### src/rtl/fm_pkg.sv
package fm_pkg;
  localparam int unsigned REG_AW    = 8;
  localparam int unsigned REG_DW    = 32;
  localparam int unsigned TGT_W     = 24;
  localparam int unsigned EN_BIT    = 24;
  localparam int unsigned FRCK_BIT  = 8;
  localparam int unsigned VALID_BIT = 0;

  localparam logic [REG_AW-1:0] OFS_CTRL = 8'h00;
  localparam logic [REG_AW-1:0] OFS_RES  = 8'h0c;
  localparam logic [REG_AW-1:0] OFS_MON  = 8'h10;
endpackage

### src/rtl/fm_sync_edge.sv
module fm_sync_edge #(
  parameter int unsigned STAGES = 2
) (
  input  logic clk_i,
  input  logic rst_ni,
  input  logic async_i,
  output logic edge_o
);
  logic [STAGES-1:0] sync_q;
  logic              prev_q;

  always_ff @(posedge clk_i or negedge rst_ni) begin
    if (!rst_ni) begin
      sync_q <= '0;
      prev_q <= 1'b0;
    end else begin
      sync_q <= {sync_q[STAGES-2:0], async_i};
      prev_q <= sync_q[STAGES-1];
    end
  end

  assign edge_o = sync_q[STAGES-1] & ~prev_q;

  // each edge is a single-cycle pulse feeding the window counter
  assert_edge_single_R4: assert property (@(posedge clk_i) disable iff (!rst_ni)
    edge_o |=> !edge_o);
endmodule

### src/rtl/fm_window.sv
module fm_window #(
  parameter int unsigned TGT_W = 24
) (
  input  logic             clk_i,
  input  logic             rst_ni,
  input  logic             clr_i,
  input  logic             run_i,
  input  logic             edge_i,
  input  logic [TGT_W-1:0] target_i,
  output logic             valid_o
);
  logic [TGT_W-1:0] win_q;
  logic [TGT_W:0]   win_nxt;

  assign win_nxt = {1'b0, win_q} + {{TGT_W{1'b0}}, edge_i};

  always_ff @(posedge clk_i or negedge rst_ni) begin
    if (!rst_ni) begin
      win_q   <= '0;
      valid_o <= 1'b0;
    end else if (clr_i) begin
      win_q   <= '0;
      valid_o <= 1'b0;
    end else if (run_i) begin
      win_q <= win_nxt[TGT_W-1:0];
      if (win_nxt >= {1'b0, target_i}) valid_o <= 1'b1;
    end
  end

  assert_valid_sticky_R4: assert property (@(posedge clk_i) disable iff (!rst_ni)
    valid_o && !clr_i |=> valid_o);
  assert_valid_needs_run_R9: assert property (@(posedge clk_i) disable iff (!rst_ni)
    !valid_o && !run_i |=> !valid_o);
  assert_window_hold_R9: assert property (@(posedge clk_i) disable iff (!rst_ni)
    !run_i && !clr_i |=> $stable(win_q));
  assert_clear_R8: assert property (@(posedge clk_i) disable iff (!rst_ni)
    clr_i |=> !valid_o && win_q == '0);
endmodule

### src/rtl/fm_refcnt.sv
module fm_refcnt #(
  parameter int unsigned CNT_W = 32
) (
  input  logic             clk_i,
  input  logic             rst_ni,
  input  logic             clr_i,
  input  logic             inc_i,
  output logic [CNT_W-1:0] cnt_o
);
  localparam logic [CNT_W-1:0] CNT_MAX = {CNT_W{1'b1}};

  always_ff @(posedge clk_i or negedge rst_ni) begin
    if (!rst_ni)                        cnt_o <= '0;
    else if (clr_i)                     cnt_o <= '0;
    else if (inc_i && cnt_o != CNT_MAX) cnt_o <= cnt_o + 1'b1;
  end

  assert_no_wrap_R7: assert property (@(posedge clk_i) disable iff (!rst_ni)
    cnt_o == CNT_MAX && !clr_i |=> cnt_o == CNT_MAX);
  assert_no_zero_R7: assert property (@(posedge clk_i) disable iff (!rst_ni)
    cnt_o != '0 && !clr_i |=> cnt_o != '0);
endmodule

### src/rtl/fm_regs.sv
module fm_regs
  import fm_pkg::*;
#(
  parameter int unsigned CNT_W = 32
) (
  input  logic              clk_i,
  input  logic              rst_ni,
  input  logic [REG_AW-1:0] addr_i,
  input  logic              we_i,
  input  logic [REG_DW-1:0] wdata_i,
  output logic [REG_DW-1:0] rdata_o,
  input  logic              valid_i,
  input  logic [CNT_W-1:0]  result_i,
  output logic              en_o,
  output logic              en_nxt_o,
  output logic [TGT_W-1:0]  target_o,
  output logic              frck_o
);
  logic ctrl_wr, mon_wr;
  logic [REG_DW-1:0] res_ext;

  assign ctrl_wr  = we_i && addr_i == OFS_CTRL;
  assign mon_wr   = we_i && addr_i == OFS_MON;
  assign en_nxt_o = ctrl_wr ? wdata_i[EN_BIT] : en_o;

  always_ff @(posedge clk_i or negedge rst_ni) begin
    if (!rst_ni) begin
      en_o     <= 1'b0;
      target_o <= '0;
      frck_o   <= 1'b0;
    end else begin
      en_o <= en_nxt_o;
      if (ctrl_wr) target_o <= wdata_i[TGT_W-1:0];
      if (mon_wr)  frck_o   <= wdata_i[FRCK_BIT];
    end
  end

  generate
    if (CNT_W < REG_DW) begin : g_pad
      assign res_ext = {{(REG_DW-CNT_W){1'b0}}, result_i};
    end else begin : g_full
      assign res_ext = result_i[REG_DW-1:0];
    end
  endgenerate

  always_comb begin
    rdata_o = '0;
    unique case (addr_i)
      OFS_CTRL: begin
        rdata_o[TGT_W-1:0] = target_o;
        rdata_o[EN_BIT]    = en_o;
      end
      OFS_MON: begin
        rdata_o[FRCK_BIT]  = frck_o;
        rdata_o[VALID_BIT] = valid_i;
      end
      OFS_RES: rdata_o = valid_i ? res_ext : '0;
      default: rdata_o = '0;
    endcase
  end

  logic unused_wdata;
  assign unused_wdata = ^{wdata_i[REG_DW-1:EN_BIT+1]};

  assert_res_zero_R6: assert property (@(posedge clk_i) disable iff (!rst_ni)
    addr_i == OFS_RES && !valid_i |-> rdata_o == '0);
  assert_gate_follows_R3: assert property (@(posedge clk_i) disable iff (!rst_ni)
    !mon_wr |=> $stable(frck_o));
endmodule

### src/rtl/freq_meter.sv
module freq_meter
  import fm_pkg::*;
#(
  parameter int unsigned CNT_W       = 32,
  parameter int unsigned SYNC_STAGES = 2
) (
  input  logic        clk_i,
  input  logic        rst_ni,
  input  logic [7:0]  reg_addr_i,
  input  logic        reg_we_i,
  input  logic [31:0] reg_wdata_i,
  output logic [31:0] reg_rdata_o,
  input  logic        meas_clk_i,
  output logic        frck_en_o
);
  logic             en_q, en_nxt, valid, edge_det, clr, run;
  logic [TGT_W-1:0] target;
  logic [CNT_W-1:0] ref_cnt;

  assign clr = ~en_nxt;
  assign run = en_q & frck_en_o & ~valid;

  fm_regs #(.CNT_W(CNT_W)) u_regs (
    .clk_i, .rst_ni,
    .addr_i   (reg_addr_i),
    .we_i     (reg_we_i),
    .wdata_i  (reg_wdata_i),
    .rdata_o  (reg_rdata_o),
    .valid_i  (valid),
    .result_i (ref_cnt),
    .en_o     (en_q),
    .en_nxt_o (en_nxt),
    .target_o (target),
    .frck_o   (frck_en_o)
  );

  fm_sync_edge #(.STAGES(SYNC_STAGES)) u_sync (
    .clk_i, .rst_ni,
    .async_i (meas_clk_i & frck_en_o),
    .edge_o  (edge_det)
  );

  fm_window #(.TGT_W(TGT_W)) u_win (
    .clk_i, .rst_ni,
    .clr_i    (clr),
    .run_i    (run),
    .edge_i   (edge_det),
    .target_i (target),
    .valid_o  (valid)
  );

  fm_refcnt #(.CNT_W(CNT_W)) u_cnt (
    .clk_i, .rst_ni,
    .clr_i (clr),
    .inc_i (run),
    .cnt_o (ref_cnt)
  );

  assert_off_clears_R8: assert property (@(posedge clk_i) disable iff (!rst_ni)
    reg_we_i && reg_addr_i == OFS_CTRL && !reg_wdata_i[EN_BIT] |=> !valid && ref_cnt == '0);
  assert_gate_hold_R9: assert property (@(posedge clk_i) disable iff (!rst_ni)
    !frck_en_o && en_nxt |=> $stable(ref_cnt));
endmodule

### config.mk
export PLATFORM = sky130hd
export DESIGN_NAME = freq_meter
export DESIGN_NICKNAME = d
export VERILOG_FILES = /design/src/rtl/fm_pkg.sv /design/src/rtl/fm_sync_edge.sv /design/src/rtl/fm_window.sv /design/src/rtl/fm_refcnt.sv /design/src/rtl/fm_regs.sv /design/src/rtl/freq_meter.sv
export SDC_FILE = /design/constraint.sdc
export NUM_CORES = 1
export LEC_CHECK = 0
export BUFFER_PORTS_ARGS = -buffer_cell sky130_fd_sc_hd__buf_4
export CAP_MARGIN = 20
export CORE_MARGIN = 10
export CORE_UTILIZATION = 58
export CTS_CLUSTER_SIZE = 14
export DETAILED_ROUTE_END_ITERATION = 16
export HOLD_SLACK_MARGIN = 0.06
export PLACE_DENSITY = 0.79
export SLEW_MARGIN = 0
export SYNTH_ARGS = -nofsm -noshare
export SYNTH_HDL_FRONTEND = slang
export SYNTH_SLANG_ARGS = --single-unit
### constraint.sdc
create_clock -name clk_i -period 4.2 [get_ports clk_i]
set_input_delay 0.63 -clock clk_i [delete_from_list [all_inputs] [get_ports clk_i]]
set_output_delay 0.63 -clock clk_i [all_outputs]
set_load 0.005 [all_outputs]
==> metrics.md, run 1 <==
| Metric | Value |
|---|---|
| Unrepaired setup endpoints after global routing | `false` |
| Syn nets | `~640` |
| CTS tree | `built` |
| Status | `completed` |
| CTS buffer count | `9` |
| Non-Filler Instances | `between 700 and 800` |
| Data arrival, critical path | `roughly 4 ns` |
| Post-layout min period | `3.621 ns` |
| Netlist cell types | `56` |
| Ant. Diodes | `0` |
| CP Launch Type | `flop` |
| Top_reg_cell synth | `dfrtp_1` |
| DIE HEIGHT | `~120 µm` |
| WL final | `14.18 mm` |
| Top-Level Pins | `77` |
| RD Place Congestion | `0.8659` |
| GR peak layer | `met2` |
| Latest clock arrival within the worst-skew pair | `between 0.3 and 0.4 ns` |
| DR iter-0 viols | `between 300 and 400` |
| Sequential-to-total area share from yosys stat | `40.13%` |
| Final slew viol count | `0` |
| Remaining DRCs | `0` |
| Critical Path Fanout Max | `7` |
| Maximum vdd drop | `approximately 0.23 mV` |
| Grt met3 use | `approximately 3.4%` |
| EDFF count, synth | `0` |
| GR met1 Demand/Resource | `between 20% and 30%` |
| Count leader, synth | `dfrtp_1` |
| Synth-to-layout area growth | `14.21%` |
| Ranking of synthesized cells by area | `dfrtp_1, ha_1, mux2_2` |
| Synth Warn # | `0` |
| Max-cap violations | `0` |
| Global routing met2 resource utilization | `between 30% and 40%` |
| Setup TNS | `0 ns` |
| Post-synthesis cell count | `~570` |
| #FFs+latches synth | `86` |
| Final #Nets | `~700` |
| Largest net degree at the start of global routing | `60` |
| Leading area contributor after synthesis | `dfrtp_1` |
| CTS sink count | `86` |
| Post-CTS setup buffer count | `0` |
| CP cell instances | `nor2b_1 > ha_1 > ha_1 > nand3_1 > nor4_2 > nand2_1 > nor2_1 > xor2_1 > ha_1 > nand3_1 > nor4_1 > o311ai_0 > a31oi_1` |
| Fraction of registers with async set/reset | `100.0%` |
| Worst setup path category | `reg2reg` |
| Util after Layout | `about two thirds` |
| Max clock buf depth | `2` |
| Slowest stage delay, CP | `between 0.6 and 0.7 ns` |
| Post-CTS Resized | `0` |
| Top cell type's share of synthesized area | `approximately two fifths` |
| Vias in the first global route | `around 4700` |
| Hold Violations, Final | `0` |
| Vias/cell | `just over 6` |
| Cell Rows | `35` |
| CP dominant cell by count | `ha_1` |
| H-tree lvl count | `3` |
| Slowest cell on crit path | `nor4_2` |
| Placed Instances | `roughly 730` |
| Vias | `around 4600` |
| Total gr overflow | `0` |
| CP endpoint kind | `flop` |
| Share of cells above drive strength 1 | `between 10% and 20%` |
| Clk slew on worst S/H paths | `around 0.09 ns` |
| Hold WS | `0.3304 ns` |
| Die X | `116.2 µm` |
| Layout Skew | `around 0.012 ns` |
| F_max | `about 280 MHz` |
| HP Class | `in2async` |
| Initial Utilization | `around three fifths` |
| Synth top cells by count | `dfrtp_1, nor2_1, nand2_1` |
| Hpwl dp | `about 10 mm` |
| Post-Synthesis Cell Area | `roughly 0.0054 mm²` |
| Drt wl/cell | `approximately 19 µm` |
| PD cells | `241.4 mW/mm²` |
| Core footprint | `approximately 0.0091 mm²` |
| Initial antenna violation count | `0` |
| Leakage power | `around 2.7 nW` |
| Final setup fails | `0` |
| Worst-margin pin slew | `a little over 0.9 ns` |
| Hold buffers post-CTS | `0` |
| Clock Root Buffer | `clkbuf_8` |
| DIE AREA | `approximately 0.013 mm²` |
| Slew margin rel. | `roughly two fifths` |
| WP data required | `~4.5 ns` |
| Syn Area/Cell | `about 9.4 µm²` |
| I/O Buffers | `69` |
| First-pass GRT wire length | `between 20 and 25 mm` |
| Final period util | `between 80% and 90%` |
| Post-route ant nets | `0` |
| GRT Total Usage | `approximately 22%` |
| Initial DRT Pass Iterations | `5` |
-- area by class of cell --
cell class              count  area (µm²)
clock inverters             2       10.01
flip-flops and latches     86        2152
inverters                  28       105.1
repair buffers             74       555.5
clock buffers              13       138.9
multi-input cells         433        3024
fillers                   731        2984
well taps                 111       138.9
-- sequential cells by signal, summed over array words and instances, names as in the netlist --
signal           cells
u_cnt.cnt_o         32
u_regs.target_o     24
u_win.win_q         24
u_sync.sync_q        2
u_regs.en_o          1
u_regs.frck_o        1
u_sync.prev_q        1
u_win.valid_o        1
-- where the power goes --
part	switching [mW]	leakage, nW	total [mW]	internal (mW)
sequential	0.0135	1.20	0.853	0.840
clock	0.297	0.0773	0.508	0.211
combinational	0.0634	1.38	0.117	0.0537
total	0.374	2.66	1.48	1.10
-- worst max-delay path, delay by kind of cell (launching register included) --
kind                       cells  cell delay [ns]
adders and majority gates      3             0.75
xor gates and xnor gates       1             0.09
AOI/OAI and AO/OA              2             0.41
DFF                            1             0.38
and+or+nand+nor                7             1.91
-- kinds of logic (layout without fill, tap and decap cells) --
kind of cell	after synthesis	in the layout	share of synthesized area, %
adders and majority gates	27	27	6.300
AOI/OAI and AO/OA	114	114	14.19
xor gates and xnor gates	47	47	7.676
and+or+nand+nor	217	217	22.10
buffers and inverters	52	117	3.733
muxes	28	28	5.880
DFF	86	86	40.13
-- through the flow --
| stage | worst slack [ns] | area [µm²] | power, mW |
|---|---|---|---|
| after floorplan | 1.282 | 5363 | 0.9191 |
| after global placement | 0.8166 | 5976 | 0.9799 |
| after detailed placement | 0.6709 | 5976 | 0.9871 |
| after CTS | 0.6163 | 6125 | 1.483 |
| after global routing | 0.3266 | 6125 | 1.546 |
| final | 0.5791 | 6125 | 1.478 |
-- placed cells by master, fill, tap and decap left out, types with 9 or more instances in the layout --
cell | Yosys | final
nor4_1 | 11 | 11
nor2_1 | 45 | 45
nand2_1 | 41 | 41
nand3_1 | 27 | 27
inv_1 | 28 | 28
and2_1 | 13 | 13
mux2_2 | 25 | 25
dfrtp_1 | 86 | 86
nand4_1 | 15 | 15
ha_1 | 27 | 27
clkbuf_8 | 0 | 9
xor2_1 | 24 | 24
a22o_1 | 23 | 23
or3_1 | 24 | 24
a21oi_1 | 31 | 31
xnor2_1 | 23 | 23
buf_4 | 0 | 74
o21ai_0 | 31 | 31
-- final timing paths --
check / slack [ns] / from / end / depth (start not counted)
setup / recovery: 0.58 / u_sync.prev_q / u_win.valid_o / 13
hold / removal: 0.33 / rst_ni / u_win.win_q[9] / 1
setup reg to reg: 0.58 / u_sync.prev_q / u_win.valid_o / 13
hold reg to reg: 0.36 / u_sync.sync_q[1] / u_sync.prev_q / 0
max in group asynchronous: 2.98 / rst_ni / u_regs.target_o[1] / 2
min in group clk_i: 0.36 / u_sync.sync_q[1] / u_sync.prev_q / 0
-- layer usage --
layer / part of all wire, % / vias to the layer above
li1: - / 2178
met1: 42 / 2301
met2: 53 / 120
met3: 3.8 / 24
met4: 2.0 / 0
met5: 0 / -
Note: power is estimated with default switching activity, not from simulation.
==> run 2, diff against run 1 <==
CORE_UTILIZATION = 60   (was 58)
CTS_BUF_LIST = sky130_fd_sc_hd__clkbuf_4   (was unset)
PLACE_DENSITY = 0.81   (was 0.79)
SLEW_MARGIN = 10   (was 0)
==> run 2 against run 1 <==
  * Clock-buffer cell count shrank 2
  * Non-clock buffer count grew 1
  * Final cell count shrank 0.13%
  * Largest cell class unchanged
  * Largest power group unchanged
==> metrics.md, run 2 (synthesis gave the netlist of run 1 again) <==
| Metric | Value |
|---|---|
| Status | `completed` |
| WP data required | `4.56 ns (+0.07 ns)` |
| Initial antenna violation count | `0 (unchanged)` |
| Slew margin rel. | `40.98% (+2.9 points)` |
| Hold Violations, Final | `0 (unchanged)` |
| HP Class | `in2async` |
| Hpwl dp | `10.35 mm (-1.0%)` |
| Multi-input gate area | `0.003024 mm² (unchanged)` |
| RD Place Congestion | `0.8685 (+0.30%)` |
| Max clock buf depth | `2 (unchanged)` |
| Most frequent cells in the layout | `dfrtp_1, buf_4, nor2_1` |
| Vias/cell | `6.133 (-0.91%)` |
| I/O Buffers | `69 (unchanged)` |
| Clk slew on worst S/H paths | `0.14 ns (+0.05 ns)` |
| Largest net degree at the start of global routing | `87 (+45%)` |
| Top-Level Pins | `77 (unchanged)` |
| R2R cell count | `13 (unchanged)` |
| Final #Nets | `704 (+0.14%)` |
| Worst setup path category | `reg2reg` |
| Leakage power | `2.663 nW (+0.26%)` |
| DIE HEIGHT | `114.5 µm (-1.4%)` |
| Storage element area | `0.002152 mm² (unchanged)` |
| Final setup fails | `0 (unchanged)` |
| Clock Root Buffer | `clkbuf_4` |
| Instance count on the critical path | `13 (unchanged)` |
| CTS sink count | `86 (unchanged)` |
| Buf/Inv on CP | `0 (unchanged)` |
| CP Launch Type | `flop` |
| Vias in the first global route | `4544 (-3.2%)` |
| DR iter-0 viols | `337 (+10%)` |
| Reg-to-reg endpoint | `u_win.valid_o` |
| R2r setup slk | `0.54 ns (-0.04 ns)` |
| Drt wl/cell | `18.49 µm (-2.6%)` |
| WL final | `13.80 mm (-2.7%)` |
| Slowest cell on crit path | `nor4_2` |
| Share of cells above drive strength 1 | `20.22% (+0.88 points)` |
| Worst Setup EP | `u_win.valid_o` |
| CP endpoint kind | `flop` |
| Reg with most FFs | `u_cnt.cnt_o` |
| DIE AREA | `0.01312 mm² (-2.8%)` |
| Placed Instances | `729 (-0.41%)` |
| Worst-margin pin slew | `0.8826 ns (-0.04285 ns)` |
| Final slew viol count | `0 (unchanged)` |
| GRT Total Usage | `21.38% (-0.64 points)` |
| CTS buffer count | `9 (unchanged)` |
| Initial DRT Pass Iterations | `4 (-1)` |
| Commonest non-fill, non-tap cell in the layout | `dfrtp_1` |
| PD cells | `230.2 mW/mm² (-4.6%)` |
| Crit path launch | `u_sync.sync_q[1]` |
| Worst path top cell family by delay | `simple AND/OR/NAND/NOR gates` |
| Total gr overflow | `0 (unchanged)` |
| H-tree lvl count | `3 (unchanged)` |
| Vias | `4575 (-1.0%)` |
| Fillers | `654 (-11%)` |
| First-pass GRT wire length | `22.76 mm (-3.8%)` |
| Ant. Diodes | `0 (unchanged)` |
| Layout Skew | `0.02160 ns (+0.01006 ns)` |
| Util after Layout | `70.16% (+2.9 points)` |
| Post-CTS Resized | `0 (unchanged)` |
| Non-Filler Instances | `746 (-0.13%)` |
| Hold WS | `0.09649 ns (-0.2339 ns)` |
| Slowest stage delay, CP | `0.63 ns (-0.06 ns)` |
| CP dominant cell by count | `ha_1` |
| Data arrival, critical path | `4.02 ns (+0.10 ns)` |
| CP cell instances | `nor2b_1 > ha_1 > ha_1 > nand3_1 > nor4_2 > nand2_1 > nor2_1 > xor2_1 > ha_1 > nand3_1 > nor4_1 > o311ai_0 > a31oi_1` |
| Remaining DRCs | `0 (unchanged)` |
| CTS tree | `built` |
| Post-route ant nets | `0 (unchanged)` |
| F_max | `273.4 MHz (-0.99%)` |
| Largest register FFs | `32 (unchanged)` |
| Hold buffers post-CTS | `0 (unchanged)` |
| Critical Path Fanout Max | `7 (unchanged)` |
| Worst setup margin | `0.5430 ns (-0.03611 ns)` |
| Max-cap violations | `0 (unchanged)` |
| Synth-to-layout area growth | `14.09%` |
| Maximum vdd drop | `0.1604 mV (-30%)` |
| Post-layout min period | `3.657 ns (+0.03611 ns)` |
| Cell Rows | `34 (-2.9%)` |
| Unrepaired setup endpoints after global routing | `false` |
| Setup TNS | `0 ns (unchanged)` |
| Core footprint | `0.008721 mm² (-4.3%)` |
| Critical R2R Launch | `u_sync.sync_q[1]` |
| Die X | `114.5 µm (-1.4%)` |
| Top flop regs | `u_cnt.cnt_o: 32 flops, u_regs.target_o: 24 flops, u_win.win_q: 24 flops` |
| Latest clock arrival within the worst-skew pair | `0.45 ns (+0.08 ns)` |
| Initial Utilization | `61.49% (+2.6 points)` |
| Final period util | `87.07% (+0.86 points)` |
| Setup Slack @ Placement | `0.5981 ns (-0.07273 ns)` |
| Post-CTS setup buffer count | `0 (unchanged)` |
## run 2: cell count changes in the layout (fill, tap and decap cells not counted), sizes merged
cell    previous run  this run
clkinv             2         5
clkbuf            13        11
buf               74        75
## run 2: layer usage
| layer | vias to the layer above | routed length, µm | share of wire (%) | track usage (%) |
|---|---|---|---|---|
| li1 | 2196 | - | - | - |
| met4 | 0 | 131 | 0.95 | 4.261 |
| met1 | 2252 | 5678 | 41 | 26.06 |
| met5 | - | 0 | 0 | 0 |
| met3 | 17 | 640 | 4.6 | 4.979 |
| met2 | 110 | 7344 | 53 | 37.49 |
## run 2: how the worst min path moves through the flow
stage / from / end / slack, ns
floorplan: rst_ni / u_cnt.cnt_o[0] / 0.33
global placement: u_sync.sync_q[0] / u_sync.sync_q[1] / 0.34
detailed placement: u_sync.sync_q[0] / u_sync.sync_q[1] / 0.34
CTS: u_sync.sync_q[0] / u_sync.sync_q[1] / 0.37
global route: rst_ni / u_regs.target_o[3] / 0.10
finish: rst_ni / u_win.win_q[7] / 0.1
## run 2: power breakdown
part	internal [mW]	switching, mW	total (mW)	leakage [nW]
registers	0.841	0.0135	0.854	1.20
logic	0.0556	0.0646	0.120	1.40
clock network	0.137	0.298	0.434	0.0708
total	1.03	0.376	1.41	2.66
## run 2: per-stage QoR
stage          power [mW]  cell area (µm²)
5_1_grt             1.459             6118
3_3_place_gp       0.9800             5972
4_1_cts             1.411             6091
6_report            1.408             6118
2_1_floorplan      0.9191             5363
3_5_place_dp       0.9861             5972
## run 2: final cells by class
type	instances	share of cell area, %
clock inverter	5	0.5930
multi-input combinational	433	49.43
tap	108	2.209
sequential	86	35.17
timing repair buffer	75	9.530
clock buffer	11	1.350
inverter	28	1.718
## run 2: worst register-to-register path, delay by kind of cell, from the launching register on
| kind | cells | cell delay, ns |
|---|---|---|
| fa+ha+maj | 3 | 0.70 |
| compound gates | 2 | 0.52 |
| xor+xnor | 1 | 0.09 |
| flops | 1 | 0.40 |
| simple gates | 7 | 1.88 |
==> run 3, diff against run 2 <==
GPL_TIMING_DRIVEN = 0   (was unset)
==> run 3 against run 2 <==
  * Non-clock buffer count increased by 18
  * Die area unchanged
  * Via count increased by 2.1%
  * Sequential power about the same
  * Critical path type unchanged
  * Combinational power about the same
  * Clock-buffer cell count unchanged
  * Total power increased by 2.9%
  * Setup slack got worse by 0.11 ns
  * Worst hold slack improved by 0.059 ns
  * Cell area increased by 0.70%
  * Core utilization increased by 0.49 points
  * Final cell count increased by 2.4%
==> metrics.md, run 3 (synthesis gave the netlist of run 1 again) <==
| Metric | Value |
|---|---|
| Status | `completed` |
| Synth-to-layout area growth | `14.89%` |
| DR iter-0 viols | `225 (-33%)` |
| Max-cap violations | `0 (unchanged)` |
| First-pass GRT wire length | `23.39 mm (+2.8%)` |
| Util after Layout | `70.65% (+0.49 points)` |
| Initial antenna violation count | `0 (unchanged)` |
| Max clock buf depth | `2 (unchanged)` |
| F_max | `265.3 MHz (-3.0%)` |
| Non-Filler Instances | `764 (+2.4%)` |
| Hpwl dp | `10.84 mm (+4.8%)` |
| Largest register FFs | `32 (unchanged)` |
| Placed Instances | `747 (+2.5%)` |
| CTS tree | `built` |
| Core footprint | `0.008721 mm² (unchanged)` |
| Post-CTS Resized | `0 (unchanged)` |
| Clock Root Buffer | `clkbuf_4` |
| H-tree lvl count | `3 (unchanged)` |
| Top flop regs | `u_cnt.cnt_o: 32 flops, u_regs.target_o: 24 flops, u_win.win_q: 24 flops` |
| Post-CTS setup buffer count | `0 (unchanged)` |
| Total Power | `1.450 mW (+2.9%)` |
| DIE HEIGHT | `114.5 µm (unchanged)` |
| HP Class | `in2async` |
| Most frequent cells in the layout | `dfrtp_1, buf_4, nor2_1` |
| Setup TNS | `0 ns (unchanged)` |
| RD Place Congestion | `0.8931 (+2.8%)` |
| Slew margin rel. | `52.19% (+11 points)` |
| Vias in the first global route | `4752 (+4.6%)` |
| Vias | `4672 (+2.1%)` |
| Final period util | `89.75% (+2.7 points)` |
| R2R cell count | `13 (unchanged)` |
| GRT Total Usage | `22.08% (+0.70 points)` |
| Commonest non-fill, non-tap cell in the layout | `dfrtp_1` |
| Ant. Diodes | `0 (unchanged)` |
| Setup Slack @ Placement | `0.4982 ns (-0.09993 ns)` |
| WL final | `14.33 mm (+3.8%)` |
| Worst setup margin | `0.4305 ns (-0.1125 ns)` |
| Hold buffers post-CTS | `0 (unchanged)` |
| Leakage power | `2.671 nW (+0.29%)` |
| Storage element area | `0.002152 mm² (unchanged)` |
| Largest net degree at the start of global routing | `87 (unchanged)` |
| Post-layout min period | `3.770 ns (+0.1125 ns)` |
| CP Launch Type | `flop` |
| Final slew viol count | `0 (unchanged)` |
| Cell Rows | `34 (unchanged)` |
| Total gr overflow | `0 (unchanged)` |
| Vias/cell | `6.115 (-0.29%)` |
| DIE AREA | `0.01312 mm² (unchanged)` |
| Hold Violations, Final | `0 (unchanged)` |
| Clk slew on worst S/H paths | `0.13 ns (about the same)` |
| CTS sink count | `86 (unchanged)` |
| Maximum vdd drop | `0.1305 mV (-19%)` |
| Remaining DRCs | `0 (unchanged)` |
| Die X | `114.5 µm (unchanged)` |
| Multi-input gate area | `0.003010 mm² (-0.46%)` |
| Layout Skew | `0.01068 ns (-0.01091 ns)` |
| CP endpoint kind | `flop` |
| Critical R2R Launch | `u_sync.prev_q` |
| I/O Buffers | `68 (-1.4%)` |
| Latest clock arrival within the worst-skew pair | `0.45 ns (about the same)` |
| Top-Level Pins | `77 (unchanged)` |
| Worst-margin pin slew | `0.7106 ns (-0.1720 ns)` |
| Worst setup path category | `reg2reg` |
| Unrepaired setup endpoints after global routing | `false` |
| Fillers | `668 (+2.1%)` |
| Drt wl/cell | `18.75 µm (+1.4%)` |
| WP data required | `4.58 ns (+0.02 ns)` |
| R2r setup slk | `0.43 ns (-0.11 ns)` |
| Reg with most FFs | `u_cnt.cnt_o` |
| Final #Nets | `722 (+2.6%)` |
| Post-route ant nets | `0 (unchanged)` |
| Critical Path Fanout Max | `7 (unchanged)` |
| Data arrival, critical path | `4.15 ns (+0.13 ns)` |
| Initial DRT Pass Iterations | `5 (+1)` |
| Initial Utilization | `61.49% (unchanged)` |
| CTS buffer count | `9 (unchanged)` |
| PD cells | `235.3 mW/mm² (+2.2%)` |
| Final setup fails | `0 (unchanged)` |
| Reg-to-reg endpoint | `u_win.valid_o` |
| Share of cells above drive strength 1 | `18.90% (-1.3 points)` |
[run 3: cell count changes in the layout (fill, tap and decap cells not counted), sizes merged]
| cell | delta |
|---|---|
| clkinv | -2 |
| buf | -2 |
| clkbuf | +20 |
| clkinvlp | +1 |
| bufinv | +1 |
[run 3: per-stage QoR]
stage | hold WS, ns | area, µm²
after floorplan | 0.3312 | 5363
after global placement | 0.3328 | 6008
after detailed placement | 0.3364 | 6008
after CTS | 0.3669 | 6141
after global routing | 0.1793 | 6161
final | 0.1553 | 6161
[run 3: how the worst max path moves through the flow]
stage                        startpoint             to  slack [ns]
after floorplan           u_sync.prev_q  u_win.valid_o        1.28
after global placement    u_sync.prev_q  u_win.valid_o        0.67
after detailed placement  u_sync.prev_q  u_win.valid_o        0.50
after CTS                 u_sync.prev_q  u_win.valid_o        0.40
after global routing      u_sync.prev_q  u_win.valid_o        0.08
final                     u_sync.prev_q  u_win.valid_o        0.43
[run 3: final cells by class]
class / count / share of cell area (%)
Inverter: 28 / 1.706
Sequential cell: 86 / 34.93
Clock buffer: 11 / 1.340
Buffer: 24 / 1.543
Multi-Input combinational cell: 433 / 48.86
Timing Repair Buffer: 69 / 8.611
Tap cell: 108 / 2.193
Clock inverter: 5 / 0.8123
[run 3: routing by layer]
layer	vias up	GRT usage (%)	share of wire, %	wire (µm)
li1	2225	-	-	-
met1	2283	26.52	41	5900
met2	143	38.77	52	7503
met3	21	3.721	4.7	676
met4	0	7.602	1.7	244
met5	-	0	0	0
[run 3: worst max-delay path: stages (launching register included)]
cell	delay [ns]
dfrtp_1	0.39
nor2b_1	0.13
ha_1	0.18
ha_1	0.24
nand3_1	0.24
nor4_2	0.70
nand2_1	0.20
nor2_1	0.17
xor2_1	0.10
ha_1	0.32
nand3_1	0.11
nor4_1	0.45
o311ai_0	0.25
a31oi_1	0.21
[run 3: power breakdown]
group | switching, mW | leakage, nW | total (mW) | internal (mW)
sequential | 0.0126 | 1.20 | 0.853 | 0.840
clock | 0.288 | 0.0719 | 0.478 | 0.190
combinational | 0.0642 | 1.40 | 0.119 | 0.0545
total | 0.364 | 2.67 | 1.45 | 1.09
